==> src/rtl/bsel_pkg.sv <==
package bsel_pkg;
  localparam int unsigned ADDR_W = 16;
  localparam int unsigned BYTE_W = 8;

  function automatic logic [ADDR_W-1:0] start_of(input logic [BYTE_W-1:0] status,
                                                 input logic [BYTE_W-1:0] vector);
    if (status == '0) return '0;
    return {vector, {(ADDR_W-BYTE_W){1'b0}}};
  endfunction
endpackage

==> src/rtl/bsel_start_latch.sv <==
module bsel_start_latch
  import bsel_pkg::*;
(
  input  logic              clk,
  input  logic              por,
  input  logic              rst_in,
  input  logic [BYTE_W-1:0] status,
  input  logic [BYTE_W-1:0] vector,
  output logic [ADDR_W-1:0] start_addr
);
  logic pend_q;

  always_ff @(posedge clk) begin
    if (por) begin
      start_addr <= '0;
      pend_q     <= 1'b1;
    end else if (rst_in) begin
      pend_q <= 1'b1;
    end else if (pend_q) begin
      start_addr <= start_of(status, vector);
      pend_q     <= 1'b0;
    end
  end

  // value holds once sampled
  assert_start_hold_R4: assert property (@(posedge clk) disable iff (por)
    (!pend_q) |=> $stable(start_addr));

  // sampled value at release
  assert_start_value_R3: assert property (@(posedge clk) disable iff (por)
    (pend_q && !rst_in) |=>
      (start_addr == (($past(status) == '0) ? '0 : {$past(vector), 8'h00})));
endmodule

==> src/rtl/bsel_mode_sel.sv <==
module bsel_mode_sel (
  input  logic clk,
  input  logic por,
  input  logic cfg_fast,
  input  logic sw_fast,
  output logic fast_mode
);
  logic fx_lat;

  always_ff @(posedge clk) begin
    if (por) fx_lat <= cfg_fast;
  end

  assign fast_mode = fx_lat | sw_fast;

  // captured bit is frozen outside power-on
  assert_fx_frozen_R5: assert property (@(posedge clk) disable iff (por)
    (!$past(por)) |-> $stable(fx_lat));
endmodule

==> src/rtl/bsel_mc_div.sv <==
module bsel_mc_div #(
  parameter int unsigned DIV_FAST = 6,
  parameter int unsigned DIV_SLOW = 12
) (
  input  logic clk,
  input  logic rst_in,
  input  logic fast,
  output logic tick
);
  localparam int unsigned CNT_W = $clog2(DIV_SLOW);
  localparam logic [CNT_W-1:0] TERM_F = CNT_W'(DIV_FAST - 1);
  localparam logic [CNT_W-1:0] TERM_S = CNT_W'(DIV_SLOW - 1);

  logic [CNT_W-1:0] cnt_q;
  logic [CNT_W-1:0] term;

  assign term = fast ? TERM_F : TERM_S;
  assign tick = !rst_in && (cnt_q >= term);

  always_ff @(posedge clk) begin
    if (rst_in)    cnt_q <= '0;
    else if (tick) cnt_q <= '0;
    else           cnt_q <= cnt_q + 1'b1;
  end

  // counter stays inside the slow period
  assert_cnt_range_R8: assert property (@(posedge clk) disable iff (rst_in)
    cnt_q <= TERM_S);

  // tick is a single-cycle pulse
  assert_tick_single_R10: assert property (@(posedge clk) disable iff (rst_in)
    tick |=> !tick);
endmodule

==> src/rtl/bsel_rom_decode.sv <==
module bsel_rom_decode #(
  parameter int unsigned ADDR_W = 16,
  parameter int unsigned ROM_W  = 10
) (
  input  logic              brom_en,
  input  logic [ADDR_W-1:0] fetch_addr,
  output logic              brom_sel
);
  assign brom_sel = brom_en && (&fetch_addr[ADDR_W-1:ROM_W]);
endmodule

==> src/rtl/boot_clk_cfg.sv <==
module boot_clk_cfg
  import bsel_pkg::*;
#(
  parameter int unsigned DIV_FAST = 6,
  parameter int unsigned DIV_SLOW = 12,
  parameter int unsigned ROM_W    = 10
) (
  input  logic              clk,
  input  logic              por,
  input  logic              sys_rst,
  input  logic [BYTE_W-1:0] cfg_status,
  input  logic [BYTE_W-1:0] cfg_vector,
  input  logic              cfg_fast,
  input  logic              sw_fast,
  input  logic              brom_en,
  input  logic [ADDR_W-1:0] fetch_addr,
  output logic [ADDR_W-1:0] start_addr,
  output logic              fast_mode,
  output logic              mc_tick,
  output logic              brom_sel
);
  localparam logic [ADDR_W-1:0] ROM_BASE = ~((ADDR_W)'((1 << ROM_W) - 1));

  logic rst_any;
  assign rst_any = por | sys_rst;

  bsel_start_latch u_start (
    .clk(clk), .por(por), .rst_in(rst_any),
    .status(cfg_status), .vector(cfg_vector), .start_addr(start_addr)
  );

  bsel_mode_sel u_mode (
    .clk(clk), .por(por), .cfg_fast(cfg_fast),
    .sw_fast(sw_fast), .fast_mode(fast_mode)
  );

  bsel_mc_div #(.DIV_FAST(DIV_FAST), .DIV_SLOW(DIV_SLOW)) u_div (
    .clk(clk), .rst_in(rst_any), .fast(fast_mode), .tick(mc_tick)
  );

  bsel_rom_decode #(.ADDR_W(ADDR_W), .ROM_W(ROM_W)) u_rom (
    .brom_en(brom_en), .fetch_addr(fetch_addr), .brom_sel(brom_sel)
  );

  // overlay never selected below its base
  assert_rom_window_R9: assert property (@(posedge clk)
    (fetch_addr < ROM_BASE) |-> !brom_sel);

  // quiet during power-on reset
  assert_por_quiet_R1: assert property (@(posedge clk)
    por |=> (start_addr == '0) && !mc_tick);
endmodule

==> config.mk <==
export PLATFORM = sky130hd
export DESIGN_NAME = boot_clk_cfg
export DESIGN_NICKNAME = d
export VERILOG_FILES = /design/src/rtl/bsel_pkg.sv /design/src/rtl/bsel_start_latch.sv /design/src/rtl/bsel_mode_sel.sv /design/src/rtl/bsel_mc_div.sv /design/src/rtl/bsel_rom_decode.sv /design/src/rtl/boot_clk_cfg.sv
export SDC_FILE = /design/constraint.sdc
export NUM_CORES = 1
export LEC_CHECK = 0
export BUFFER_PORTS_ARGS = -buffer_cell sky130_fd_sc_hd__clkbuf_2
export CORE_AREA = 2 2 56 58
export DETAILED_ROUTE_END_ITERATION = 12
export DIE_AREA = 0 0 58 60
export PLACE_DENSITY = 0.62
export SLEW_MARGIN = 40
export SYNTH_ARGS = -nofsm -noshare
export SYNTH_HDL_FRONTEND = slang
export SYNTH_SLANG_ARGS = --single-unit
==> constraint.sdc <==
create_clock -name clk -period 1.65 [get_ports clk]
set_input_delay 0 -clock clk [delete_from_list [all_inputs] [get_ports clk]]
set_output_delay 0 -clock clk [all_outputs]
set_load 0.02 [all_outputs]
==> results of run 1 <==
-- final cells by class --
type | count | area [um2] | share of cell area (%)
multi-input combinational | 52 | 382.9 | 35.96
timing repair buffer | 50 | 302.8 | 28.44
sequential | 14 | 290.3 | 27.26
tap | 33 | 41.29 | 3.878
clock buffer | 4 | 36.28 | 3.408
inverter | 3 | 11.26 | 1.058
-- cell usage after synthesis --
master | n | share of area, %
nand2_1 | 4 | 2.1
nor3b_4 | 1 | 2.7
edfxtp_1 | 1 | 4.3
a31o_1 | 2 | 2.5
o21ai_0 | 1 | 0.71
nor3_1 | 1 | 0.71
ha_1 | 2 | 3.6
and3_1 | 1 | 0.90
nor2_1 | 4 | 2.1
buf_6 | 2 | 3.2
a31o_2 | 6 | 7.5
inv_1 | 3 | 1.6
o21bai_1 | 1 | 1.1
o22ai_1 | 1 | 0.90
a211oi_1 | 1 | 1.1
conb_1 | 1 | 0.54
nor3b_1 | 8 | 8.6
nor4_1 | 2 | 1.8
nand3_1 | 1 | 0.71
and4b_1 | 1 | 1.4
nand3b_1 | 1 | 1.1
dfxtp_1 | 13 | 37
nand4_1 | 1 | 0.90
nor4b_1 | 1 | 1.3
a21oi_1 | 4 | 2.9
buf_4 | 8 | 8.6
-- kinds of logic (layout without fill, tap and decap cells) --
family / after synthesis / count (layout) / share of synthesized area [%]
DFF: 14 / 14 / 41.50
other: 1 / 8 / 0.5362
adders and majority gates: 2 / 2 / 3.577
AOI/OAI and AO/OA: 16 / 16 / 16.64
buffers and inverters: 13 / 57 / 13.42
and+or+nand+nor: 26 / 26 / 24.33
-- critical path, cell delays in order (launching register included) --
cell      delay (ns)
edfxtp_1        0.41
nor2_2          0.11
inv_1           0.07
ha_4            0.28
a21oi_4         0.07
o21bai_2        0.19
and3_1          0.18
buf_2           0.16
-- power by group --
part / total, uW / switching [uW] / leakage, uW / internal [uW]
clock network: 242 / 108 / 0.0000210 / 134
registers: 372 / 10.8 / 0.000117 / 361
logic: 169 / 87.3 / 0.000357 / 81.9
total: 783 / 206 / 0.000494 / 577
-- stage by stage --
stage	worst slack [ns]	total power, uW
CTS	-0.1221	784.1
finish	-0.09459	783.1
detailed placement	0.06256	516.7
global placement	0.1038	512.1
floorplan	0.1586	475.2
global route	-0.1702	831.1
-- final timing paths --
kind                            cells past startpoint      startpoint              to  slack [ns]
worst max-delay path                                7   u_mode.fx_lat         mc_tick       -0.09
worst min-delay path                                4         sys_rst  u_div.cnt_q[1]        0.08
worst max register to register                      6   u_mode.fx_lat  u_div.cnt_q[0]        0.23
worst min register to register                      1  u_div.cnt_q[0]  u_div.cnt_q[0]        0.56
-- routing by layer --
layer  track usage [%]  vias up
met5                 0        -
met4             2.990        0
met3             2.814        0
met2             19.97       31
met1             10.24      323
li1                  -      350
-- state kept, by name (all words and copies together) (netlist names) --
register	cells
u_start.start_addr	8
u_start.pend_q	1
u_div.cnt_q	4
u_mode.fx_lat	1
-- timing repair --
item                                   4_1_cts  5_1_grt
setup endpoints to repair                    1        1
cloned                                       0        0
hold buffers                                 9        0
resized for setup                            4        4
buffers inserted                             1        0
endpoints found under the hold margin        9        0
pin swaps                                    1        1
==> summary.md, run 1 <==
| Metric | Value |
|---|---|
| Status | `finished with violations` |
| Failing checks | `negative setup slack` |
| Final instance area | `0.001065 mm2` |
| Fin cells | `between 150 and 200` |
| Met3 wire length | `between 100 and 150 um` |
| Commonest non-fill, non-tap cell in the layout | `clkbuf_2` |
| First-pass GRT wire length | `2.753 mm` |
| Crit Path Max Fanout | `4` |
| Clock sink count | `14` |
| Mapped cell area | `approximately 700 um2` |
| Sum of negative setup slack | `-0.09459 ns` |
| Final worst setup slack | `-0.09459 ns` |
| Total gr overflow | `0` |
| Max cap viols | `0` |
| DR iter-0 viols | `3` |
| Final setup viols | `1` |
| Synth unique cells | `26` |
| Placed cell count | `142` |
| CTS H-tree lvls | `1` |
| Core Area | `roughly 0.0029 mm2` |
| WS Path Type | `reg -> out` |
| FMAX | `0.5732 GHz` |
| Clk slew on worst S/H paths | `0.08 ns` |
| Num ports | `57` |
| Post-synthesis sequential area ratio | `slightly above 40%` |
| Cell Rows | `20` |
| Root Driver | `clkbuf_4` |
| Worst Skew | `0.001632 ns` |
| Worst slew pin tran | `0.5895 ns` |
| Slew HR | `60.66%` |
| Ys Warns | `0` |
| Worst Setup Start Kind | `register` |
| Total GRT Usage | `~10%` |
| Vias | `704` |
| Routed Antenna Nets | `0` |
| Post-DP HPWL | `1.263 mm` |
| Final hold vios | `0` |
| Post-DP Area | `889.6 um2` |
| RSZ-0062 raised after global routing | `true` |
| P per Cell Area | `735.5 mW/mm2` |
| Largest net degree at the start of global routing | `16` |
| CTS tree | `built` |
| P_leak | `0.0004943 uW` |
| Port buffer count | `38` |
| Fillers | `311` |
| WP data arrival | `about 1.7 ns` |
| Total CTS buffers | `3` |
| DR pass1 iterations | `3` |
| Die Wd | `58 um` |
| Final min period | `1.745 ns` |
| Hold Crit Class | `in -> reg` |
| WL final | `1.671 mm` |
| Area grow syn2layout | `52.24%` |
| Worst skew pair latency | `0.27 ns` |
| Synth Register Bits | `14` |
| Maximum VDD drop | `roughly 0.42 mV` |
| Nets | `roughly 160` |
| Diode count | `0` |
| Final Core Density | `36.68%` |
| Critical path required time | `approximately 1.7 ns` |
| WL met2 | `889 um` |
| Number of vias per cell | `approximately 4.5` |
| Count of pins over their slew limit | `0` |
| Gate Count Post-Synth | `just over 70` |
| Fraction of layout cells with a size suffix above 1 | `between 40% and 50%` |
| DRC Markers | `0` |
| Syn Area/Cell | `9.714 um2` |
| Most frequent cells in the layout | `37 x clkbuf_2, 13 x dfxtp_1, 9 x dlygate4sd3_1` |
| Worst hold margin | `approximately 0.076 ns` |
| Vias in the first global route | `680` |
| Die Ht | `60 um` |
| Initial Util | `24.09%` |
| Period utilization | `105.7%` |
| Routability cong. | `0.6673` |
| Full die area | `0.003480 mm2` |
| CTS max path bufs | `2` |
| Initial antenna violation count | `0` |
| Wire per inst | `about 11 um` |
| WL met1 | `about 650 um` |
| Critical Path End Type | `output port` |
| Top sig layer | `met3` |
Note: power is estimated with default switching activity, not from simulation.
==> run 2, diff against run 1 <==
--- a/config.mk
+++ b/config.mk
@@ -5,10 +5,12 @@
 export SDC_FILE = /design/constraint.sdc
 export NUM_CORES = 1
 export LEC_CHECK = 0
+export ABC_AREA = 1
 export BUFFER_PORTS_ARGS = -buffer_cell sky130_fd_sc_hd__clkbuf_2
-export CORE_AREA = 2 2 56 58
+export CAP_MARGIN = 20
+export CORE_AREA = 2 2 55 57
 export DETAILED_ROUTE_END_ITERATION = 12
-export DIE_AREA = 0 0 58 60
+export DIE_AREA = 0 0 57 59
 export PLACE_DENSITY = 0.62
 export SLEW_MARGIN = 40
 export SYNTH_ARGS = -nofsm -noshare
==> run 2 against run 1 <==
Net effect:
- the flow now finishes without violations
- sequential share of layout area decreased by 0.22 points
- clock-buffer cell count stayed put
- setup slack better by 0.21 ns
- largest power group unchanged
- highest routed layer unchanged
==> summary.md, run 2 <==
| Metric | Value |
|---|---|
| Clk slew on worst S/H paths | `0.08 ns (about the same)` |
| Critical Path End Type | `output port` |
| Crit path top cell by count | `nor2_4` |
| Worst hold margin | `0.1304 ns (+0.05459 ns)` |
| Clock sink count | `14 (unchanged)` |
| Wire per inst | `9.811 um (-8.4%)` |
| WL final | `1.658 mm (-0.78%)` |
| Synth unique cells | `19 (-27%)` |
| Syn Area/Cell | `8.133 um2 (-16%)` |
| Worst Setup SP | `u_mode.fx_lat` |
| Diode count | `0 (unchanged)` |
| Sequential share of power | `48.1% (+0.6 points)` |
| Clk pwr share | `31.2% (+0.3 points)` |
| CP peak stage delay | `0.42 ns (about the same)` |
| P_leak | `0.0005540 uW (+12%)` |
| Sum of negative setup slack | `0 ns (+0.09459 ns)` |
| Period utilization | `93.03% (-13 points)` |
| Gate Count Post-Synth | `82 (+14%)` |
| DR iter-0 viols | `3 (unchanged)` |
| Synth top area share | `39.02% (+1.8 points)` |
| Regs by FF count | `u_start.start_addr: 8 flops, u_div.cnt_q: 4 flops` |
| Initial antenna violation count | `0 (unchanged)` |
| Num ports | `57 (unchanged)` |
| CTS tree | `built` |
| Vias | `699 (-0.71%)` |
| Total gr overflow | `0 (unchanged)` |
| Maximum VDD drop | `0.5635 mV (+33%)` |
| Vias in the first global route | `694 (+2.1%)` |
| RSZ-0062 raised after global routing | `false` |
| Fraction of layout cells with a size suffix above 1 | `39.86% (-6.5 points)` |
| Worst skew pair latency | `0.27 ns (about the same)` |
| Routability cong. | `0.6823 (+2.2%)` |
| Slowest CP cell | `edfxtp_1` |
| Worst Setup EP | `mc_tick` |
| Port buffer count | `38 (unchanged)` |
| Worst Setup Start Kind | `register` |
| DR pass1 iterations | `3 (unchanged)` |
| Core Area | `0.002710 mm2 (-6.6%)` |
| Sw Ratio | `26.90% (+0.58 points)` |
| Area grow syn2layout | `60.98%` |
| Synth cell count leaders | `18 x nand3_1, 13 x dfxtp_1, 12 x nand2_1` |
| Status | `complete, no violations` |
| Number of vias per cell | `4.136 (-8.3%)` |
| Most frequent cells in the layout | `37 x clkbuf_2, 18 x nand3_1, 13 x dfxtp_1` |
| Die Ht | `59 um (-1.7%)` |
| Initial Util | `24.61% (+0.51 points)` |
| FMAX | `0.6515 GHz (+14%)` |
| Top post-synthesis cells by area | `dfxtp_1 39%, nand3_1 14%, buf_4 9.0%` |
| Internal | `569.2 uW (-1.3%)` |
| First-pass GRT wire length | `2.794 mm (+1.5%)` |
| Cell Rows | `19 (-5.0%)` |
| DRC Markers | `0 (unchanged)` |
| Die Wd | `57 um (-1.7%)` |
| Critical path required time | `1.65 ns (about the same)` |
| R2R setup slack | `0.24 ns (about the same)` |
| Synth Register Bits | `14 (unchanged)` |
| Total GRT Usage | `10.61% (+0.49 points)` |
| Final Core Density | `39.61% (+2.9 points)` |
| Commonest non-fill, non-tap cell in the layout | `clkbuf_2` |
| Most numerous cell in the Yosys netlist | `nand3_1` |
| Final setup viols | `0 (-1)` |
| Total CTS buffers | `3 (unchanged)` |
| Full die area | `0.003363 mm2 (-3.4%)` |
| WP data arrival | `1.54 ns (-0.20 ns)` |
| Psw | `209.5 uW (+1.6%)` |
| Largest net degree at the start of global routing | `10 (-6)` |
| Crit Path Max Fanout | `2 (-2)` |
| Post-DP HPWL | `1.163 mm (-7.9%)` |
| Placed cell count | `150 (+5.6%)` |
| Count of pins over their slew limit | `0 (unchanged)` |
| Cell-by-cell trace of the critical path | `nor2_4 -> inv_1 -> ha_4 -> a21oi_2 -> nand2_1 -> nand2_2 -> nor2_4 -> buf_6` |
| Ys Warns | `0 (unchanged)` |
| Final min period | `1.535 ns (-0.2096 ns)` |
| Biggest register | `u_start.start_addr` |
| Worst Skew | `0.0003746 ns (-0.001258 ns)` |
| FF-to-FF path depth | `9 (+3)` |
| Fillers | `278 (-11%)` |
| Routed Antenna Nets | `0 (unchanged)` |
| Reg-to-Reg End | `u_div.cnt_q[0]` |
| Nets | `179 (+9.1%)` |
| Worst R2R Start | `u_mode.fx_lat` |
| CTS max path bufs | `2 (unchanged)` |
| P per Cell Area | `725.4 mW/mm2 (-1.4%)` |
| Final hold vios | `0 (unchanged)` |
| Fin cells | `169 (+8.3%)` |
| Post-synthesis sequential area ratio | `43.53% (+2.0 points)` |
| Area leader, netlist | `dfxtp_1` |
| Post-synth ARST share | `0% (unchanged)` |
| WS Path Type | `reg -> out` |
| EDFF count, synth | `1 (unchanged)` |
| Mapped cell area | `666.9 um2 (-4.7%)` |
| Max cap viols | `0 (unchanged)` |
| Max reg flops | `8 (unchanged)` |
| Logic pwr share | `20.8% (-0.8 points)` |
| Hold Crit Class | `in -> reg` |
| Synth Flop Type | `dfxtp_1` |
| CTS H-tree lvls | `1 (unchanged)` |
| Root Driver | `clkbuf_4` |
==> run 2: cell count changes after synthesis, moves of 2 or more <==
cell and delta:
nand3_1 +17, nand2_1 +8, nor3b_1 -8, a31o_2 -6, nor2_1 +6, a21oi_1 -3, inv_1 +3, a31o_1 -2
buf_6 -2, nor2_4 +2, nor4_1 -2
==> run 2: how the worst min path moves through the flow <==
stage | from | end | slack [ns] | depth (start not counted)
final | cfg_status[2] | u_start.start_addr[15] | 0.13 | 5
after global routing | cfg_status[2] | u_start.start_addr[15] | 0.15 | 5
after detailed placement | cfg_fast | u_mode.fx_lat | 0.18 | 1
after global placement | cfg_fast | u_mode.fx_lat | 0.18 | 1
after floorplan | cfg_fast | u_mode.fx_lat | 0.1 | 0
after CTS | cfg_status[2] | u_start.start_addr[15] | 0.12 | 5
==> run 2: per-stage QoR <==
step,setup slack [ns],cell area [um2],power (uW)
2_1_floorplan,0.3781,693.2,467.2
3_3_place_gp,0.2886,862.1,507.4
3_5_place_dp,0.2424,862.1,511.2
4_1_cts,0.004560,1035,784.8
5_1_grt,0.007116,1074,830.3
6_report,0.1150,1074,778.7
==> run 2: per-layer routing <==
metal  vias to the layer above  part of all wire [%]  track usage [%]
li1                        363                     -                -
met5                         -                     0                0
met2                        36                    54            20.85
met4                         0                     0            3.987
met1                       300                    38            10.58
met3                         0                   7.8            2.838
==> run 2: timing repair <==
action,CTS,global route
setup endpoints to repair,1,1
endpoints found under the hold margin,11,0
pin swaps,2,2
gates resized for setup,3,5
gates cloned,0,0
hold buffers,12,0
buffers inserted,1,2
==> run 2: critical path: cells and delay by family (launching register included) <==
family                   cells  cell delay [ns]
AND/OR/NAND/NOR              4             0.34
buffers and inverters        2             0.19
flip-flops                   1             0.42
adder cells (fa/ha/maj)      1             0.26
AO/OA/AOI/OAI                1             0.05
==> run 2: final cells by class <==
cell class	count	area (um2)	area share, %
timing repair buffer	53	339.1	31.59
tap	31	38.79	3.613
multi-input combinational	60	342.8	31.93
inverter	7	26.28	2.448
clock buffer	4	36.28	3.380
sequential	14	290.3	27.04
==> run 2: cells by family (layout without fill, tap and decap cells) <==
group / after synthesis / after routing / synth area share, %
AO/OA/AOI/OAI: 2 / 2 / 1.876
buffers and inverters: 15 / 64 / 12.95
adder cells (fa/ha/maj): 2 / 2 / 3.752
flip-flops: 14 / 14 / 43.53
AND/OR/NAND/NOR: 46 / 46 / 34.71
XOR/XNOR: 2 / 2 / 2.627
other: 1 / 8 / 0.5623
==> run 2: power groups by stage <==
stage / Sequential, uW / Clock, uW / Combinational [uW]
floorplan: 396 / 0 / 71.0
global placement: 381 / 0 / 126
detailed placement: 381 / 0 / 130
CTS: 374 / 254 / 157
global route: 377 / 275 / 179
finish: 374 / 243 / 162
